### src/rtl/nack_retry_arb.sv
module nack_retry_arb #(
  parameter int N_NODES = 4,
  parameter int PRIO_W  = 3
) (
  input  logic                        clk,
  input  logic                        rst_n,
  input  logic [N_NODES-1:0]          req_i,
  input  logic                        block_free_i,
  output logic [N_NODES-1:0]          grant_o,
  output logic [N_NODES-1:0]          nack_o,
  output logic                        pend_valid_o,
  output logic [$clog2(N_NODES)-1:0]  pend_id_o,
  output logic [N_NODES*PRIO_W-1:0]   prio_o
);
  localparam int IDW = $clog2(N_NODES);
  localparam logic [PRIO_W-1:0] PMAX = {PRIO_W{1'b1}};

  logic [PRIO_W-1:0] prio_q [N_NODES];
  logic              pend_v_q;
  logic [IDW-1:0]    pend_id_q;

  logic [N_NODES-1:0] live_req;
  logic               best_v;
  logic [IDW-1:0]     best_id;
  logic [PRIO_W-1:0]  best_p;
  logic [N_NODES-1:0] grant_d, nack_d;

  always_comb begin
    best_v  = pend_v_q;
    best_id = pend_id_q;
    best_p  = prio_q[pend_id_q];
    for (int i = 0; i < N_NODES; i++) begin
      live_req[i] = req_i[i] && !(pend_v_q && pend_id_q == IDW'(i));
      if (live_req[i] && (!best_v || prio_q[i] > best_p)) begin
        best_v  = 1'b1;
        best_id = IDW'(i);
        best_p  = prio_q[i];
      end
    end
    grant_d = '0;
    nack_d  = '0;
    for (int i = 0; i < N_NODES; i++) begin
      if (best_v && best_id == IDW'(i)) grant_d[i] = block_free_i;
      else nack_d[i] = live_req[i] || (pend_v_q && pend_id_q == IDW'(i));
    end
  end

  always_ff @(posedge clk) begin
    if (!rst_n) begin
      pend_v_q  <= 1'b0;
      pend_id_q <= '0;
      grant_o   <= '0;
      nack_o    <= '0;
      for (int i = 0; i < N_NODES; i++) prio_q[i] <= '0;
    end else begin
      grant_o   <= grant_d;
      nack_o    <= nack_d;
      pend_v_q  <= best_v && !block_free_i;
      pend_id_q <= best_id;
      for (int i = 0; i < N_NODES; i++) begin
        if (grant_d[i]) prio_q[i] <= '0;
        else if (nack_d[i] && prio_q[i] != PMAX) prio_q[i] <= prio_q[i] + 1'b1;
      end
    end
  end

  assign pend_valid_o = pend_v_q;
  assign pend_id_o    = pend_id_q;

  genvar g;
  generate
    for (g = 0; g < N_NODES; g++) begin : g_node
      assign prio_o[g*PRIO_W +: PRIO_W] = prio_q[g];


      nack_step_chk: assert property (@(posedge clk) disable iff (!rst_n)
        nack_o[g] |-> prio_q[g] == (($past(prio_q[g]) == PMAX) ? PMAX : $past(prio_q[g]) + 1'b1));


      grant_zero_chk: assert property (@(posedge clk) disable iff (!rst_n)
        grant_o[g] |-> prio_q[g] == '0);
    end
  endgenerate


  grant_onehot_chk: assert property (@(posedge clk) disable iff (!rst_n)
    $onehot0(grant_o) && ((grant_o & nack_o) == '0));


  grant_when_free_chk: assert property (@(posedge clk) disable iff (!rst_n)
    (grant_o != '0) |-> $past(block_free_i));


  held_not_nacked_chk: assert property (@(posedge clk) disable iff (!rst_n)
    pend_v_q |-> !nack_o[pend_id_q]);
endmodule

### config.mk
export PLATFORM = sky130hd
export DESIGN_NAME = nack_retry_arb
export DESIGN_NICKNAME = d
export VERILOG_FILES = /design/src/rtl/nack_retry_arb.sv
export SDC_FILE = /design/constraint.sdc
export NUM_CORES = 1
export LEC_CHECK = 0
export ABC_CLOCK_PERIOD_IN_PS = 5600
export BUFFER_PORTS_ARGS = -buffer_cell sky130_fd_sc_hd__buf_4
export CORE_ASPECT_RATIO = 2
export CORE_UTILIZATION = 25
export DETAILED_ROUTE_END_ITERATION = 16
export GPL_ROUTABILITY_DRIVEN = 0
export GPL_TIMING_DRIVEN = 0
export PLACE_DENSITY = 0.43
export REMOVE_ABC_BUFFERS = 1
export SYNTH_ARGS = -nofsm -noshare
export SYNTH_HDL_FRONTEND = slang
export SYNTH_SLANG_ARGS = --single-unit
export TNS_END_PERCENT = 50
### constraint.sdc
create_clock -name clk -period 5.6 [get_ports clk]
set_clock_uncertainty 0.1 [all_clocks]
set_input_delay 0.56 -clock clk [delete_from_list [all_inputs] [get_ports clk]]
set_output_delay 0.56 -clock clk [all_outputs]
set_load 0.01 [all_outputs]
After elaboration in Yosys (flattened, before gate mapping):

Memories as Yosys holds them, arrays and structs flattened. A register that Yosys moved wholly into a read port is not among the register bits.
Index checks and enable logic that the tools add are counted.

* register bits after elaboration: 11
* memory bits (writable): 12
* input port bits: 7
* word-level logic and storage cells: 128
* memories kept: 1

* $add $sub $neg: 4
* $lt $le $gt $ge: 4
* equal/unequal tests: 10
* muxes and demuxes: 57
* bitwise logic cells: 8
* reduce and logical (&&, ||, !) cells: 40

Memories
* prio_q: depth 4, width 3, rd ports 5, clocked after Yosys merged registers in 1, wr ports 4, line 18 `logic [PRIO_W-1:0] prio_q [N_NODES];`

Operator list (count)
* 2-to-1 mux 1 bit: 41
* 2-to-1 mux 3 bit: 11
* logical AND 1 bit: 21
* adder 3 x 1 -> 3 bit (second input constant): 4
* greater-than comparator 3 bit: 4
* inequality test 3 bit (second input constant): 4
* 2-to-1 mux 2 bit: 5
* logical NOT 1 bit: 9
* equality test 2 bit (second input constant): 4
* logical OR 1 bit: 8
* bitwise OR 1 bit: 8
* equality test 2 x 1 -> 1 bit (second input constant): 2
* logical NOT 2 bit: 2

Depth between registers and ports, before layout:

Gate-level depths: netlist of run 1.

* depth after elaboration: 27
* gate-level depth with buffers: 29
* depth with buffers taken out: 28

Worst setup path after synthesis of run 1:

Ideal clock, no wire load.

* path kind: register to register
* start: reg pend_id_q[0] (netlist: pend_id_o[0])
* end: mem prio_q[1][0] (enable)
* arrival time: 5.688 ns
* required time: 5.166 ns
* path slack: -0.522 ns
* stages on the path, launching flop included: 30
* path through: dfxtp_1 > buf_6 > mux4_2 > inv_1 > ha_1 > and3b_1 > o21ai_0 > o21ai_1 > nand3_1 > a21boi_0 > ha_1 > a21oi_1 > nand2_1 > a31o_2 > nand2_1 > o211ai_1 > o21ai_0 > ha_1 > nand3_1 > a21boi_0 > o21ai_1 > o21a_1 > a22oi_1 > ha_1 > nor2b_1 > o21ai_1 > a32oi_1 > a32o_2 > or2_2 > o211ai_1

RTL lines
* start, declared: line 20 `logic [IDW-1:0] pend_id_q;`
* start signal, assigned: line 59 `pend_id_q <= best_id;`
* end, declared: line 18

==> results.sh, run 1 <==
export IMPL_crit_path_end_kind="register"
export IMPL_worstPathArrival_ns=5.96
export IMPL_critPathBufInv=2
export IMPL_status="complete, but fails checks"
export IMPL_async_flop_share=0
export IMPL_drt_antenna_violating_nets=0
export IMPL_antenna_cells=0
export IMPL_synth_top_area_frac=0.2035
export IMPL_fmax_ghz=0.1646
export IMPL_cts_path_max_buffers=2
export IMPL_violations="negative setup slack"
export IMPL_netlist_area_um2=1770
export IMPL_grt_pass1_vias=1798
export IMPL_use_met3=0.02239
export IMPL_via_count=1769
export IMPL_crit_slowest_cell="mux4_2"
export IMPL_die_height_um=121.0
export IMPL_ios=30
export IMPL_whs_ns=0.5300
export IMPL_avgSynthCellArea_um2=9.318
export IMPL_worstPathMaxFanout=6
export IMPL_crit_family="compound AO/OA/AOI/OAI gates"
export IMPL_std_cell_rows=43
export IMPL_final_area_um2=2900
export IMPL_synth_cell_types=47
export IMPL_critPathMaxStageDelay_ns=0.54
export IMPL_setup_ws_ns=-0.4746
export IMPL_min_period_ns=6.075
export IMPL_fp_coreArea_um2=6887
export IMPL_cts_hold_buf=0
export IMPL_netlist_instances=190
export IMPL_synth_area_leader_cell="edfxtp_1"
export IMPL_cts_buffers=3
export IMPL_fin_crit_sh=1.085
export IMPL_ys_ff_latch=23
export IMPL_placed_area_um2=2057
export IMPL_drive_above_1_share=0.5458
export IMPL_worstPathRequired_ns=5.48
export IMPL_setup_viol=34
export IMPL_hold_path_class="primary input to register"
export IMPL_worstMarginPinSlew_ns=0.9670
export IMPL_synth_warning_count=0
export IMPL_synthAdderAreaFrac=0.1413
export IMPL_maxCapViolations=0
export IMPL_final_hold_violation_count=0
export IMPL_portBuffers=29
export IMPL_initialDrtViolationCount=54
export IMPL_path_class="register to register"
export IMPL_synthTopCellsByArea="edfxtp_1 (20%), ha_1 (14%), dfxtp_1 (12%), mux4_2 (3.8%), nand3_1 (3.7%)"
export IMPL_vias_per_cell=4.873
export IMPL_synth_simple_gate_area_frac=0.2283
export IMPL_area_growth_pct=63.82
export IMPL_grt_usage=0.1732
export IMPL_clk_pin_slew_ns=0.06
export IMPL_max_slew_margin=0.3494
export IMPL_cts_root_buf="clkbuf_16"
export IMPL_yosysSeqAreaShare=0.3279
export IMPL_synth_edf_count=12
export IMPL_synth_mux_area_frac=0.05088
export IMPL_top_usage_layer="met2"
export IMPL_synth_compound_area_frac=0.1993
export IMPL_grt_max_degree=15
export IMPL_hpwl_mm=3.884
export IMPL_rsz0062_at_grt="yes"
export IMPL_start_util=0.2571
export IMPL_use_met1=0.1702
export IMPL_synth_top_family_by_area="simple AND/OR/NAND/NOR gates"
export IMPL_drt_first_pass_iters=4
export IMPL_die_area_um2=7443
export IMPL_critPathLaunchType="register"
export IMPL_cts_tree="yes"
export IMPL_final_nets=301
export IMPL_wl_per_cell_um=16.37
export IMPL_synth_xor_area_frac=0
export IMPL_clock_sinks=23
export IMPL_slew_violations=0
export IMPL_antenna_found_initial=0
export IMPL_ys_flop_type="edfxtp_1"
export IMPL_grt_pass1_wl_mm=9.135
export IMPL_pre_cts_ws_ns=-1.688
export IMPL_drc=0
export IMPL_die_w_um=61.51
export IMPL_overflow=0
export IMPL_clk_latency_ns=0.26
export IMPL_drt_total_wl_mm=5.941
export IMPL_htree_num_levels=1
export IMPL_gr_usage_met2=0.3152
final cells by class:
| cell class | count | area (um^2) |
|---|---|---|
| Fill cell | 741 | 3986 |
| Sequential cell | 23 | 585.6 |
| Inverter | 13 | 48.80 |
| Timing Repair Buffer | 85 | 645.6 |
| Tap cell | 90 | 112.6 |
| Multi-Input combinational cell | 148 | 1428 |
| Clock buffer | 3 | 75.07 |
| Clock inverter | 1 | 5.005 |
path summary, 6_finish.rpt:
path                              start                    endpoint  slack [ns]  cells after the start
min                        block_free_i     pend_valid_o$_SDFF_PN0_        0.53                      3
min reg2reg  prio_q[1][0]$_SDFFCE_PN0P_  prio_q[1][0]$_SDFFCE_PN0P_        0.63                      2
max          prio_q[1][2]$_SDFFCE_PN0P_  prio_q[0][1]$_SDFFCE_PN0P_       -0.47                     28
max reg2reg  prio_q[1][2]$_SDFFCE_PN0P_  prio_q[0][1]$_SDFFCE_PN0P_       -0.47                     28
placed cells by master (no fill, tap or decap), drive strengths merged, types with 2 or more instances in the layout:
master and count:
a22oi 3, mux4 3, dfxtp 11, nor4 2
edfxtp 12, mux2 2, nand2b 2, o211ai 5
ha 20, nand3b 3, a31o 3, inv 13
o21ai 12, and3 3, nand3 13, a21oi 5
clkbuf 3, a21boi 3, nor2 17, nor2b 2
and3b 3, a31oi 3, nor3b 5, or2 2
buf 85, nand2 16, o21a 3, nor3 4
and2 6
tightest hold or removal path, cell delays in order:
cell and delay (ns):
buf_4 0.11, inv_1 0.05, and3_1 0.13
synthesized netlist by cell type (4+ instances only):
master,count
a21oi_1,4
and2_1,6
dfxtp_1,11
edfxtp_1,12
ha_1,20
inv_1,13
nand2_1,16
nand3_1,13
nor2_1,17
nor3_1,4
nor3b_1,5
o211ai_1,4
o21ai_0,5
o21ai_1,5
cell families (layout without fill, tap and decap cells):
family                   Yosys count  in the layout
multiplexers                       5              5
flip-flops                        23             23
AO/OA/AOI/OAI                     45             45
buffers and inverters             19            102
adder cells (fa/ha/maj)           20             20
AND/OR/NAND/NOR                   78             78
repair_timing:
action	in CTS	in global routing
buffers inserted	50	6
endpoints found under the setup margin	34	34
gates resized for setup	51	19
pin swaps	28	13
routing by layer:
metal  vias up  wire length [um]
li1        868                 -
met1       843              2066
met2        40              3358
met3        18               139
met4         0               377
met5         -                 0
sequential cells by signal, summed over array words and instances, names as in the netlist:
| signal | count |
|---|---|
| grant_o | 4 |
| pend_valid_o | 1 |
| pend_id_o | 2 |
| prio_q | 12 |
| nack_o | 4 |
stage by stage:
| stage | util | cells | TNS [ns] |
|---|---|---|---|
| 6_report | 0.4211 | 363 | -9.943 |
| 3_3_place_gp | 0.2987 | 303 | -44.44 |
| 2_1_floorplan | - | 184 | -10.06 |
| 3_5_place_dp | 0.2987 | 303 | -44.80 |
| 5_1_grt | 0.4211 | 363 | -17.46 |
| 4_1_cts | 0.3968 | 357 | -8.074 |
Power of run 1 is left out: the tool's default activity adds up to more than one toggle a clock period on the data nets, which glitch-free logic cannot reach.
==> run 2, diff against run 1 <==
--- a/config.mk
+++ b/config.mk
@@ -13,7 +13,6 @@
 export GPL_ROUTABILITY_DRIVEN = 0
 export GPL_TIMING_DRIVEN = 0
 export PLACE_DENSITY = 0.43
-export REMOVE_ABC_BUFFERS = 1
 export SYNTH_ARGS = -nofsm -noshare
 export SYNTH_HDL_FRONTEND = slang
 export SYNTH_SLANG_ARGS = --single-unit
==> run 2 against run 1 <==
Worst hold slack got worse by 0.016 ns. Setup slack improved by 0.039 ns. Routed wire length grew 3.3%. Cell count is 1.7% higher. Die area stayed put. Via count grew 0.40%. Maximum frequency rose by 0.65%. The flow still finishes with violations (negative setup slack). Final area increased by 1.6%. First-iteration DRC count shrank 3.7%. Global-route usage increased by 0.36 points. Critical path type unchanged. Utilization rose by 0.69 points.
==> results.sh, run 2 (same netlist as run 1, synthesis figures left out) <==
export IMPL_ios=30
export IMPL_regMostFlops="prio_q"
export IMPL_initialDrtViolationCount=52
export IMPL_std_cell_rows=43
export IMPL_cts_root_buf="clkbuf_16"
export IMPL_grt_max_degree=14
export IMPL_worstPathRequired_ns=5.48
export IMPL_crit_start="pend_id_o[0]$_SDFF_PN0_"
export IMPL_htree_num_levels=1
export IMPL_via_count=1776
export IMPL_crit_path_end="prio_q[2][0]$_SDFFCE_PN0P_"
export IMPL_critPathMaxStageDelay_ns=0.51
export IMPL_cts_path_max_buffers=2
export IMPL_die_height_um=121.0
export IMPL_regArea_um2=581.8
export IMPL_largest_reg_flops=12
export IMPL_max_slew_margin=0.2954
export IMPL_r2r_cells=30
export IMPL_portBuffers=28
export IMPL_synth_fp_nets=217
export IMPL_crit_path_end_kind="register"
export IMPL_slew_violations=0
export IMPL_hpwl_mm=4.089
export IMPL_path_class="register to register"
export IMPL_setup_viol=34
export IMPL_hold_start="block_free_i"
export IMPL_r2r_end="prio_q[2][0]$_SDFFCE_PN0P_"
export IMPL_clk_pin_slew_ns=0.06
export IMPL_area_growth_pct=66.50
export IMPL_antenna_found_initial=0
export IMPL_grt_pass1_vias=1827
export IMPL_worst_path_most_repeated_cell="buf_4"
export IMPL_fp_coreArea_um2=6887
export IMPL_drt_total_wl_mm=6.139
export IMPL_fin_cells=369
export IMPL_hold_path_class="primary input to register"
export IMPL_min_period_ns=6.035
export IMPL_violations="negative setup slack"
export IMPL_antenna_cells=0
export IMPL_crit_slowest_cell="mux4_2"
export IMPL_top_regs="prio_q: 12 flops, grant_o: 4 flops, nack_o: 4 flops"
export IMPL_pre_cts_ws_ns=-0.9658
export IMPL_overflow=0
export IMPL_clk_latency_ns=0.26
export IMPL_multi_input_area_um2=1416
export IMPL_worstPathArrival_ns=5.91
export IMPL_maxCapViolations=0
export IMPL_die_w_um=61.51
export IMPL_fin_crit_sh=1.078
export IMPL_vias_per_cell=4.813
export IMPL_clock_sinks=23
export IMPL_wl_per_cell_um=16.64
export IMPL_finalSetupTns_ns=-9.359
export IMPL_worstMarginPinSlew_ns=1.047
export IMPL_cts_tree="yes"
export IMPL_start_util=0.2571
export IMPL_die_area_um2=7443
export IMPL_critPathLaunchType="register"
export IMPL_layout_common_cells="buf_4 (80), nor2_1 (16), ha_1 (13), nand2_1 (12), edfxtp_1 (12)"
export IMPL_reg2reg_from="pend_id_o[0]$_SDFF_PN0_"
export IMPL_drive_above_1_share=0.5699
export IMPL_cts_buffers=3
export IMPL_drt_first_pass_iters=4
export IMPL_dp_cells=308
export IMPL_placed_area_um2=2150
export IMPL_nFillCells=720
export IMPL_drt_antenna_violating_nets=0
export IMPL_drc=0
export IMPL_status="complete, but fails checks"
export IMPL_rsz0062_at_grt="yes"
export IMPL_fmax_ghz=0.1657
export IMPL_reg2reg_slack_ns=-0.44
export IMPL_setup_ws_ns=-0.4355
export IMPL_layout_commonest_cell="buf_4"
export IMPL_final_nets=307
export IMPL_worstPathMaxFanout=5
export IMPL_final_area_um2=2948
export IMPL_grt_pass1_wl_mm=9.390
export IMPL_grt_usage=0.1768
export IMPL_final_hold_violation_count=0
==> run 2: worst min-delay path by stage <==
stage / endpoint / cells past startpoint / slack [ns]
after floorplan: prio_q[0][0]$_SDFFCE_PN0P_ / 1 / 0.56
after global placement: prio_q[3][0]$_SDFFCE_PN0P_ / 1 / 0.59
after detailed placement: prio_q[3][0]$_SDFFCE_PN0P_ / 1 / 0.59
after CTS: pend_valid_o$_SDFF_PN0_ / 3 / 0.52
after global routing: pend_valid_o$_SDFF_PN0_ / 3 / 0.54
final: pend_valid_o$_SDFF_PN0_ / 3 / 0.51
==> run 2: critical path: cells and delay by family (launching register included) <==
family                   cells  cell delay, ns
buffers and inverters        7            0.89
AO/OA/AOI/OAI               12            2.27
adder cells (fa/ha/maj)      4            0.90
AND/OR/NAND/NOR              6            0.72
multiplexers                 1            0.51
flip-flops                   1            0.34
==> run 2: timing repair <==
item / in CTS / in global routing
gates cloned: 0 / 0
setup endpoints to repair: 34 / 34
resized for setup: 30 / 26
endpoints found under the hold margin: 0 / 0
buffers inserted: 44 / 13
hold buffers: 0 / 0
pin swaps: 34 / 28
==> run 2: metal layers <==
layer,global-route usage,vias up,part of all wire
li1,-,879,-
met1,0.1776,847,0.36
met2,0.3112,33,0.57
met3,0.02559,17,0.019
met4,0.1236,0,0.047
met5,0,-,0
==> run 2: area by class of cell <==
cell class                      instances  share of cell area
Multi-Input combinational cell        148              0.4805
Buffer                                  6             0.01613
Tap cell                               90             0.03820
Clock buffer                            3             0.02547
Inverter                               13             0.01655
Clock inverter                          1            0.001698
Timing Repair Buffer                   85              0.2241
Sequential cell                        23              0.1974
==> run 2: metrics by stage <==
stage | util | hold WS, ns
finish | 0.4281 | 0.5144
floorplan | - | 0.5580
CTS | 0.3924 | 0.5227
global placement | 0.3121 | 0.5922
detailed placement | 0.3121 | 0.5868
global route | 0.4281 | 0.5432
Power of run 2 is left out for the same reason.
==> run 3, diff against run 2 <==
--- a/config.mk
+++ b/config.mk
@@ -13,6 +13,7 @@
 export GPL_ROUTABILITY_DRIVEN = 0
 export GPL_TIMING_DRIVEN = 0
 export PLACE_DENSITY = 0.43
+export SKIP_LAST_GASP = 1
 export SYNTH_ARGS = -nofsm -noshare
 export SYNTH_HDL_FRONTEND = slang
 export SYNTH_SLANG_ARGS = --single-unit
==> constraint.sdc (replaced) <==
create_clock -name clk -period 5.6 [get_ports clk]
set_clock_uncertainty 0.1 [all_clocks]
set_input_delay 0.28 -clock clk [delete_from_list [all_inputs] [get_ports clk]]
set_output_delay 0.28 -clock clk [all_outputs]
set_load 0.01 [all_outputs]
==> run 3 against run 2 <==
Worst hold slack got worse by 0.28 ns. Critical path type unchanged. Cell count down 0.54%. Largest cell class unchanged. The run still ends with negative setup slack left. Routed wire length shrank 0.44%. First-iteration DRC count shrank 7.7%. Clock-buffer cell count unchanged. Register-to-register slack hardly changed. Via count fell by 1.2%. Final area shrank 1.4%. Critical endpoint unchanged. Sequential share of layout area increased by 0.28 points. Highest routed layer unchanged.
==> results.sh, run 3 (same netlist as run 1, synthesis figures left out) <==
export IMPL_status="complete, but fails checks"
export IMPL_violations="negative setup slack"
export IMPL_synth_fp_nets=217
export IMPL_via_count=1755
export IMPL_start_util=0.2571
export IMPL_die_height_um=121.0
export IMPL_wl_per_cell_um=16.65
export IMPL_worst_path_most_repeated_cell="buf_4"
export IMPL_die_w_um=61.51
export IMPL_grt_usage=0.1758
export IMPL_initialDrtViolationCount=48
export IMPL_ios=30
export IMPL_crit_path_end_kind="register"
export IMPL_fin_cells=367
export IMPL_critPathLaunchType="register"
export IMPL_final_hold_violation_count=0
export IMPL_nFillCells=730
export IMPL_hpwl_mm=4.089
export IMPL_std_cell_rows=43
export IMPL_worstPathArrival_ns=5.90
export IMPL_portBuffers=28
export IMPL_cts_hold_buf=0
export IMPL_hold_path_end="pend_valid_o$_SDFF_PN0_"
export IMPL_fmax_ghz=0.1661
export IMPL_holdPathStages=3
export IMPL_worstMarginPinSlew_ns=1.040
export IMPL_placed_area_um2=2150
export IMPL_drt_first_pass_iters=4
export IMPL_hold_path_class="primary input to register"
export IMPL_clk_pin_slew_ns=0.06
export IMPL_antenna_cells=0
export IMPL_vias_per_cell=4.782
export IMPL_cts_tree="yes"
export IMPL_grt_pass1_vias=1803
export IMPL_setup_viol=34
export IMPL_htree_num_levels=1
export IMPL_r2r_end="prio_q[2][0]$_SDFFCE_PN0P_"
export IMPL_antenna_found_initial=0
export IMPL_fp_coreArea_um2=6887
export IMPL_path_class="register to register"
export IMPL_critPathMaxStageDelay_ns=0.52
export IMPL_drc=0
export IMPL_area_growth_pct=64.17
export IMPL_hold_start="block_free_i"
export IMPL_crit_family="compound AO/OA/AOI/OAI gates"
export IMPL_regMostFlops="prio_q"
export IMPL_grt_pass1_wl_mm=9.328
export IMPL_worstPathRequired_ns=5.48
export IMPL_grt_max_degree=14
export IMPL_max_slew_margin=0.3006
export IMPL_overflow=0
export IMPL_clock_sinks=23
export IMPL_drt_total_wl_mm=6.112
export IMPL_cts_buffers=3
export IMPL_cts_path_max_buffers=2
export IMPL_whs_ns=0.2333
export IMPL_critPathBufInv=7
export IMPL_layout_common_cells="buf_4 (78), nor2_1 (17), ha_1 (13), nand2_1 (12), edfxtp_1 (12)"
export IMPL_multi_input_area_um2=1390
export IMPL_layout_commonest_cell="buf_4"
export IMPL_cts_root_buf="clkbuf_16"
export IMPL_top_regs="prio_q: 12 flops, grant_o: 4 flops, nack_o: 4 flops"
export IMPL_fin_crit_sh=1.075
export IMPL_largest_reg_flops=12
export IMPL_clk_latency_ns=0.26
export IMPL_maxCapViolations=0
export IMPL_slew_violations=0
export IMPL_worstPathMaxFanout=5
export IMPL_final_area_um2=2907
export IMPL_reg2reg_from="pend_id_o[0]$_SDFF_PN0_"
export IMPL_finalSetupTns_ns=-8.178
export IMPL_final_nets=305
export IMPL_crit_slowest_cell="mux4_2"
export IMPL_rsz0062_at_grt="yes"
export IMPL_regArea_um2=581.8
export IMPL_dp_cells=308
export IMPL_reg2reg_slack_ns=-0.42
export IMPL_min_period_ns=6.021
export IMPL_r2r_cells=30
export IMPL_setup_ws_ns=-0.4207
export IMPL_drive_above_1_share=0.5451
export IMPL_drt_antenna_violating_nets=0
export IMPL_die_area_um2=7443
run 3: through the flow:
stage / util / worst slack [ns]
finish: 0.4221 / -0.4207
global route: 0.4221 / -0.7604
CTS: 0.3870 / -0.4913
detailed placement: 0.3121 / -0.9658
global placement: 0.3121 / -0.9644
floorplan: - / -0.1789
run 3: tightest hold or removal path, stage by stage:
cell	delay (ns)
buf_4	0.10
inv_1	0.05
and3_1	0.13
run 3: worst max-delay path by stage:
| stage | slack [ns] | end | start | depth (start not counted) |
|---|---|---|---|---|
| 6_report | -0.42 | prio_q[2][0]$_SDFFCE_PN0P_ | pend_id_o[0]$_SDFF_PN0_ | 30 |
| 3_5_place_dp | -0.97 | prio_q[0][2]$_SDFFCE_PN0P_ | prio_q[0][2]$_SDFFCE_PN0P_ | 28 |
| 4_1_cts | -0.49 | prio_q[1][2]$_SDFFCE_PN0P_ | pend_id_o[0]$_SDFF_PN0_ | 30 |
| 3_3_place_gp | -0.96 | prio_q[0][1]$_SDFFCE_PN0P_ | prio_q[1][1]$_SDFFCE_PN0P_ | 28 |
| 2_1_floorplan | -0.18 | prio_q[0][0]$_SDFFCE_PN0P_ | prio_q[0][2]$_SDFFCE_PN0P_ | 28 |
| 5_1_grt | -0.76 | prio_q[1][2]$_SDFFCE_PN0P_ | pend_id_o[0]$_SDFF_PN0_ | 30 |
run 3: repair_timing:
item | 4_1_cts | 5_1_grt
resized for setup | 22 | 28
setup endpoints to repair | 34 | 34
buffers inserted | 44 | 11
pin swaps | 27 | 31
run 3: final cells by class:
type,count,share of cell area
buffer,6,0.01636
clock buffer,3,0.02583
clock inverter,1,0.001722
inverter,13,0.01679
multi-input combinational,148,0.4783
sequential,23,0.2002
tap,90,0.03874
timing repair buffer,83,0.2221
run 3: layer usage:
metal | up-vias | track usage | wire (um)
li1 | 876 | - | -
met1 | 841 | 0.1770 | 2208
met2 | 29 | 0.3206 | 3623
met3 | 9 | 0.02452 | 104
met5 | - | 0 | 0
met4 | 0 | 0.1000 | 176
Power of run 3 is left out for the same reason.
